**config.mk**
```make
export PLATFORM = sky130hd
export DESIGN_NAME = csio_channel
export DESIGN_NICKNAME = d
export VERILOG_FILES = /design/src/rtl/csio_pkg.sv /design/src/rtl/csio_sync.sv /design/src/rtl/csio_clkgen.sv /design/src/rtl/csio_shift.sv /design/src/rtl/csio_channel.sv
export SDC_FILE = /design/constraint.sdc
export NUM_CORES = 1
export LEC_CHECK = 0
export ABC_AREA = 0
export ABC_CLOCK_PERIOD_IN_PS = 2300
export BUFFER_PORTS_ARGS = -buffer_cell sky130_fd_sc_hd__clkbuf_2
export CAP_MARGIN = 20
export CORE_ASPECT_RATIO = 1.25
export CORE_MARGIN = 5
export CORE_UTILIZATION = 40
export DETAILED_ROUTE_END_ITERATION = 6
export MAX_ROUTING_LAYER = met4
export PLACE_DENSITY = 0.6
export SLEW_MARGIN = 40
export SYNTH_ARGS = -nofsm -noshare
export SYNTH_HDL_FRONTEND = slang
export SYNTH_SLANG_ARGS = --single-unit
```
**constraint.sdc**
```tcl
create_clock -name clk -period 2.3 [get_ports clk]
set_input_delay 0.115 -clock clk [delete_from_list [all_inputs] [get_ports clk]]
set_output_delay 0.115 -clock clk [all_outputs]
set_load 0.01 [all_outputs]
```
**src/rtl/csio_pkg.sv**
```systemverilog
// Shared types of the clock-synchronous serial channel.
package csio_pkg;
    // Flow-control selection; the two-bit code is decoded by the top module.
    typedef enum logic [1:0] {
        FLOW_NONE  = 2'b00,
        FLOW_CTS   = 2'b01,
        FLOW_RTS   = 2'b10,
        FLOW_NONE2 = 2'b11
    } flow_e;
endpackage

```
**src/rtl/csio_sync.sv**
```systemverilog
// Multi-stage synchroniser for asynchronous pin inputs.
// Assumes inputs are level signals; each bit is synchronised independently.
module csio_sync #(
    parameter int           W       = 1,
    parameter int           STAGES  = 2,
    parameter logic [W-1:0] RST_VAL = '0
) (
    input  logic         clk,
    input  logic         rst_n,
    input  logic [W-1:0] d,
    output logic [W-1:0] q
);
    logic [W-1:0] st [STAGES];

    // Shift the pin values through the flop chain.
    always_ff @(posedge clk) begin
        if (!rst_n) begin
            for (int i = 0; i < STAGES; i++) st[i] <= RST_VAL;
        end else begin
            st[0] <= d;
            for (int i = 1; i < STAGES; i++) st[i] <= st[i-1];
        end
    end

    assign q = st[STAGES-1];
endmodule

```
**src/rtl/csio_clkgen.sv**
```systemverilog
// Transfer-clock phase generator.
// The phase is 0 at idle. A rising phase is a launch edge and a falling phase
// is a sample edge. Internally, the phase toggles every div+1 clocks while run
// is high. Externally, edges of the already synchronised ext_phase are used.
module csio_clkgen #(
    parameter int DIV_W = 8
) (
    input  logic             clk,
    input  logic             rst_n,
    input  logic             run,
    input  logic             ext_mode,
    input  logic [DIV_W-1:0] div,
    input  logic             ext_phase,
    output logic             phase,
    output logic             launch,
    output logic             sample
);
    logic [DIV_W-1:0] cnt;
    logic             ph_int;
    logic             ext_prev;
    logic             tick;

    assign tick  = run && !ext_mode && (cnt == div);
    assign phase = ph_int;

    // Count the half period and toggle the internal phase.
    always_ff @(posedge clk) begin
        if (!rst_n) begin
            cnt    <= '0;
            ph_int <= 1'b0;
        end else if (!run || ext_mode) begin
            cnt    <= '0;
            ph_int <= 1'b0;
        end else if (tick) begin
            cnt    <= '0;
            ph_int <= ~ph_int;
        end else begin
            cnt    <= cnt + 1'b1;
        end
    end

    // Remember the previous external phase for edge detection.
    always_ff @(posedge clk) begin
        if (!rst_n) ext_prev <= 1'b0;
        else        ext_prev <= ext_phase;
    end

    // Select the edge events from the active clock source.
    always_comb begin
        if (ext_mode) begin
            launch = run &&  ext_phase && !ext_prev;
            sample = run && !ext_phase &&  ext_prev;
        end else begin
            launch = tick && !ph_int;
            sample = tick &&  ph_int;
        end
    end
endmodule

```
**src/rtl/csio_shift.sv**
```systemverilog
// Transmit and receive shift registers with a shared bit counter.
// Assumes launch and sample only occur while a frame is running and alternate.
// The first bit is presented at load time; later bits move on launch edges.
module csio_shift #(
    parameter int W = 8
) (
    input  logic         clk,
    input  logic         rst_n,
    input  logic         load,
    input  logic [W-1:0] load_data,
    input  logic         msb_first,
    input  logic         launch,
    input  logic         sample,
    input  logic         rx_bit,
    output logic         tx_bit,
    output logic [W-1:0] rx_next,
    output logic         done,
    output logic         seventh
);
    localparam int CW = $clog2(W + 1);

    logic [W-1:0]  tx_sh;
    logic [W-1:0]  rx_sh;
    logic [W-1:0]  load_rev;
    logic [CW-1:0] cnt;

    // Mirror the load byte so the transmitter always shifts toward bit 0.
    for (genvar i = 0; i < W; i++) begin : g_rev
        assign load_rev[i] = load_data[W-1-i];
    end

    assign tx_bit  = tx_sh[0];
    assign rx_next = msb_first ? {rx_sh[W-2:0], rx_bit} : {rx_bit, rx_sh[W-1:1]};
    assign done    = sample && (cnt == CW'(W - 1));
    assign seventh = sample && (cnt == CW'(W - 2));

    // Load, shift out on launch edges after the first, shift in on sample edges.
    always_ff @(posedge clk) begin
        if (!rst_n) begin
            tx_sh <= '1;
            rx_sh <= '0;
            cnt   <= '0;
        end else if (load) begin
            tx_sh <= msb_first ? load_rev : load_data;
            cnt   <= '0;
        end else begin
            if (sample) begin
                rx_sh <= rx_next;
                cnt   <= done ? '0 : cnt + 1'b1;
            end
            if (launch && cnt != '0) tx_sh <= {1'b1, tx_sh[W-1:1]};
        end
    end
endmodule

```
**src/rtl/csio_channel.sv**
```systemverilog
// Full-duplex clock-synchronous serial channel with holding registers,
// flow control, overrun detection and continuous-receive re-arm.
// Assumes a synchronous active-low reset, that configuration changes only
// between frames, and that external clock half periods are at least
// SYNC_STAGES+2 clocks long.
module csio_channel
    import csio_pkg::*;
#(
    parameter int DATA_W      = 8,
    parameter int DIV_W       = 8,
    parameter int SYNC_STAGES = 2
) (
    input  logic              clk,
    input  logic              rst_n,
    input  logic              wr_tx,
    input  logic [DATA_W-1:0] wr_data,
    input  logic              rd_rx,
    output logic [DATA_W-1:0] rx_data,
    input  logic              cfg_tx_en,
    input  logic              cfg_rx_en,
    input  logic              cfg_ext_clk,
    input  logic              cfg_pol,
    input  logic              cfg_msb_first,
    input  logic              cfg_invert,
    input  logic [1:0]        cfg_flow,
    input  logic              cfg_tx_irq_sel,
    input  logic              cfg_cont_rx,
    input  logic [DIV_W-1:0]  cfg_div,
    output logic              tx_empty,
    output logic              rx_full,
    output logic              overrun,
    output logic              tx_irq,
    output logic              rx_irq,
    input  logic              sclk_in,
    output logic              sclk_out,
    output logic              sclk_oe,
    output logic              txd,
    input  logic              rxd,
    input  logic              cts_n,
    output logic              rts_n
);
    flow_e             flow;
    logic              sclk_s, cts_s;
    logic              busy, start, from_buf, cts_ok, rearm, frame_ovr;
    logic [DATA_W-1:0] tb, rb;
    logic              phase, launch, sample, ext_phase;
    logic              tx_bit, done, seventh;
    logic [DATA_W-1:0] rx_next;

    assign flow      = flow_e'(cfg_flow);
    assign cts_ok    = (flow != FLOW_CTS) || !cts_s;
    assign from_buf  = !tx_empty;
    assign start     = !busy && cfg_tx_en && cts_ok && (from_buf || rearm);
    assign ext_phase = sclk_s ^ ~cfg_pol;

    csio_sync #(.W(2), .STAGES(SYNC_STAGES), .RST_VAL(2'b01)) u_sync (
        .clk   (clk),
        .rst_n (rst_n),
        .d     ({sclk_in, cts_n}),
        .q     ({sclk_s, cts_s})
    );

    csio_clkgen #(.DIV_W(DIV_W)) u_clkgen (
        .clk       (clk),
        .rst_n     (rst_n),
        .run       (busy),
        .ext_mode  (cfg_ext_clk),
        .div       (cfg_div),
        .ext_phase (ext_phase),
        .phase     (phase),
        .launch    (launch),
        .sample    (sample)
    );

    csio_shift #(.W(DATA_W)) u_shift (
        .clk       (clk),
        .rst_n     (rst_n),
        .load      (start),
        .load_data (tb),
        .msb_first (cfg_msb_first),
        .launch    (launch),
        .sample    (sample),
        .rx_bit    (rxd ^ cfg_invert),
        .tx_bit    (tx_bit),
        .rx_next   (rx_next),
        .done      (done),
        .seventh   (seventh)
    );

    assign txd      = tx_bit ^ cfg_invert;
    assign sclk_out = phase ^ ~cfg_pol;
    assign sclk_oe  = ~cfg_ext_clk;
    assign rts_n    = (flow == FLOW_RTS) ? ~(cfg_rx_en & ~rx_full) : 1'b0;
    assign rx_data  = rb;

    // Track whether a frame is in flight.
    always_ff @(posedge clk) begin
        if (!rst_n)     busy <= 1'b0;
        else if (start) busy <= 1'b1;
        else if (done)  busy <= 1'b0;
    end

    // Transmit holding register and its empty flag; a write wins over a move.
    always_ff @(posedge clk) begin
        if (!rst_n) begin
            tb       <= '0;
            tx_empty <= 1'b1;
        end else if (wr_tx) begin
            tb       <= wr_data;
            tx_empty <= 1'b0;
        end else if (start && from_buf) begin
            tx_empty <= 1'b1;
        end
    end

    // Continuous-receive re-arm request, raised by a read.
    always_ff @(posedge clk) begin
        if (!rst_n)     rearm <= 1'b0;
        else if (start) rearm <= 1'b0;
        else if (rd_rx && cfg_cont_rx && cfg_rx_en) rearm <= 1'b1;
    end

    // Receive holding register, full flag, overrun and receive pulse.
    always_ff @(posedge clk) begin
        if (!rst_n) begin
            rb        <= '0;
            rx_full   <= 1'b0;
            overrun   <= 1'b0;
            frame_ovr <= 1'b0;
            rx_irq    <= 1'b0;
        end else begin
            rx_irq <= 1'b0;
            if (start) frame_ovr <= 1'b0;
            if (rd_rx) begin
                rx_full <= 1'b0;
                overrun <= 1'b0;
            end
            if (seventh && cfg_rx_en && rx_full) begin
                overrun   <= 1'b1;
                frame_ovr <= 1'b1;
            end
            if (done && cfg_rx_en && !frame_ovr) begin
                rb      <= rx_next;
                rx_full <= 1'b1;
                rx_irq  <= 1'b1;
            end
        end
    end

    // Transmit pulse from the selected source.
    always_ff @(posedge clk) begin
        if (!rst_n) tx_irq <= 1'b0;
        else        tx_irq <= (start && from_buf && !cfg_tx_irq_sel) ||
                              (done && cfg_tx_irq_sel);
    end
endmodule

```
==> flow_metrics.env <==
export IMPL_finalHoldWorstSlack_ps=16.0
export IMPL_p_per_area_nw_per_um2=649
export IMPL_cp_end_kind="flop"
export IMPL_synth_cells=299
export IMPL_critical_path_max_fanout=5
export IMPL_synth_simple_area_share=0.223
export IMPL_multi_input_area_um2=1470
export IMPL_synth_flop_cell="dfxtp_1"
export IMPL_yosysWarnings=0
export IMPL_finalNonFillerCells=446
export IMPL_grt_start_max_net_pins=32
export IMPL_arrival_ps=2230
export IMPL_synth_compound_area_frac=0.131
export IMPL_ys_seq_area_frac=0.427
export IMPL_hold_violations=0
export IMPL_core_area_um2=6610
export IMPL_synthMuxAreaShare=0.105
export IMPL_die_area_um2=8560
export IMPL_die_w_um=83.7
export IMPL_rsz0062_at_grt="no"
export IMPL_dp_hpwl_um=4490
export IMPL_io_pins=50
export IMPL_global_route_usage_met1=0.201
export IMPL_synth_top_family_by_area="simple AND/OR/NAND/NOR gates"
export IMPL_htree_levels=3
export IMPL_register_area_um2=1160
export IMPL_grt_usage=0.163
export IMPL_clk_pin_slew_ps=70
export IMPL_status="completed"
export IMPL_antenna_left=0
export IMPL_layout_commonest_cell="dfxtp_1"
export IMPL_first_iter_violations=94
export IMPL_grt_pass1_vias=2258
export IMPL_layout_drive_gt1_share=0.226
export IMPL_clockBufferDepth=2
export IMPL_grt_busiest_layer="met2"
export IMPL_max_freq_mhz=497
export IMPL_routed_wl_um=6230
export IMPL_viasPerCell=5.19
export IMPL_synthAdderAreaFrac=0.0184
export IMPL_synthXorXnorAreaFrac=0.0612
export IMPL_detail_route_wl_per_cell_um=14.0
export IMPL_antenna_cells=0
export IMPL_met3_usage=0.0298
export IMPL_async_reset_ff_frac=0
export IMPL_final_area_um2=3300
export IMPL_synth_edff_count=0
export IMPL_place_gp_congestion=0.803
export IMPL_fin_crit_sh=0.874
export IMPL_p_leak_nw=1.42
export IMPL_die_h_um=102
export IMPL_antenna_found_initial=0
export IMPL_worst_slew_pin_slew_ps=708
export IMPL_cts_made_buffers=9
export IMPL_mostFrequentLayoutCells="dfxtp_1 (58), clkbuf_2 (49), nand2_1 (27), nor2_1 (23), mux2i_1 (23)"
export IMPL_post_dp_cell_area_um2=3080
export IMPL_fin_crit_ps=2010
export IMPL_fin_nets=392
export IMPL_netlist_area_um2=2720
export IMPL_cts_tree="done"
export IMPL_max_cap_violations=0
export IMPL_crit_required_ps=2520
export IMPL_maxSlewViolCount=0
export IMPL_gr_total_overflow=0
export IMPL_grt_pass1_wl_um=10800
export IMPL_worst_skew_pair_late_latency_ps=330
export IMPL_area_delta_synth_final_pct=21.2
export IMPL_ir_drop_v=0.000370
export IMPL_setup_viol=0
export IMPL_start_util=0.412
export IMPL_slew_headroom=0.516
export IMPL_place_inst=428
export IMPL_startpoint_type="flop"
export IMPL_cts_root_buf="clkbuf_8"
export IMPL_fillers=698
export IMPL_vias=2313
export IMPL_fin_skew_ps=7.37
export IMPL_tns_ps=0
export IMPL_critPathKind="flop to flop"
export IMPL_yosysUniqueCellTypes=43
export IMPL_hold_class="input pin to flop"
export IMPL_drc=0
export IMPL_synth_avg_cell_area_um2=9.09
export IMPL_use_met2=0.258
export IMPL_ys_ff_latch=58
export IMPL_clkSinkCount=58
export IMPL_drtPass1Iterations=6
export IMPL_num_rows=33
export IMPL_port_buffer_count=49
export IMPL_syn_nets=336
-- final cells by class --
type	instances	area share
multi-input combinational	217	0.445
timing repair buffer	62	0.106
sequential	58	0.352
clock buffer	12	0.0440
tap	87	0.0330
clock inverter	3	0.0121
inverter	7	0.00797
-- report_power, final --
part           internal [mW]  leakage [nW]  switching, mW
logic                 0.0811         0.853         0.0966
clock network          0.521        0.0962          0.389
registers               1.03         0.472         0.0188
-- cells by family (layout without fill, tap and decap cells) --
logic type                 Yosys count  in the layout
and+or+nand+nor                    113            113
muxes                               28             28
AOI/OAI and AO/OA                   53             53
DFF                                 58             58
buffers and inverters               24             84
adders and majority gates            4              4
xor gates and xnor gates            19             19
-- cell usage after synthesis (all sizes together) (2+ instances only) --
cell type | n | share of area
o211a | 3 | 0.011
or3 | 2 | 0.0046
ha | 4 | 0.018
and4 | 3 | 0.0097
and3 | 3 | 0.0069
a31oi | 5 | 0.012
nand3 | 12 | 0.022
dfxtp | 58 | 0.43
o21ai | 12 | 0.023
mux2i | 23 | 0.085
xnor2 | 10 | 0.032
nand4 | 3 | 0.0069
nand2b | 7 | 0.016
inv | 7 | 0.0097
nor2 | 23 | 0.032
nor2b | 9 | 0.021
nor3 | 11 | 0.020
o211ai | 7 | 0.019
a21oi | 14 | 0.026
or4 | 2 | 0.0069
mux2 | 5 | 0.021
nor4 | 2 | 0.016
a2111oi | 4 | 0.013
nand2 | 27 | 0.037
nor3b | 2 | 0.0055
and2 | 3 | 0.0069
buf | 3 | 0.0046
xor2 | 9 | 0.029
a311o | 3 | 0.011
clkbuf | 14 | 0.019
-- flip-flops by register name (all words and copies together) (netlist names), 4 cells and up --
| name | flops |
|---|---|
| u_shift.rx_sh | 8 |
| tb | 8 |
| u_clkgen.cnt | 8 |
| u_shift.cnt | 4 |
| rx_data | 8 |
| u_shift.tx_sh | 8 |
| u_sync.st | 4 |
-- what timing repair did --
action,CTS,global route
gates resized for setup,0,0
hold buffers,3,0
setup buffers,0,0
endpoints found under the setup margin,0,0
endpoints found under the hold margin,3,0
-- worst max-delay path: stages (launching register included) --
cell and delay, ps:
dfxtp_1 390, nor2b_1 230, nor4b_1 340, and4_1 280, o211ai_1 250, buf_2 280
mux2i_1 130
-- metrics by stage --
step | setup slack, ps | power, mW | utilization
after floorplan | 384 | 1.18 | -
after global placement | 184 | 1.25 | 0.466
after detailed placement | 298 | 1.25 | 0.466
after CTS | 287 | 2.17 | 0.499
after global routing | 12.9 | 2.24 | 0.499
final | 290 | 2.14 | 0.499
-- metal layers --
| layer | routed length [um] | vias to the layer above |
|---|---|---|
| met1 | 2780 | 1072 |
| met5 | 0 | - |
| met2 | 3040 | 56 |
| li1 | - | 1177 |
| met4 | 80 | 0 |
| met3 | 327 | 8 |
-- worst paths after layout --
path                                    from                          to  slack [ps]  cells after the start
hold / removal                    wr_data[5]          tb[5]$_SDFFE_PN0P_          20                      3
setup reg to reg           busy$_SDFFE_PN0P_     rx_data[3]$_SDFFE_PN0P_         290                      6
setup / recovery           busy$_SDFFE_PN0P_     rx_data[3]$_SDFFE_PN0P_         290                      6
hold reg to reg   u_sync.st[0][0]$_SDFF_PN1_  u_sync.st[0][2]$_SDFF_PN1_         430                      1
Power figures use the tool's default switching activity.
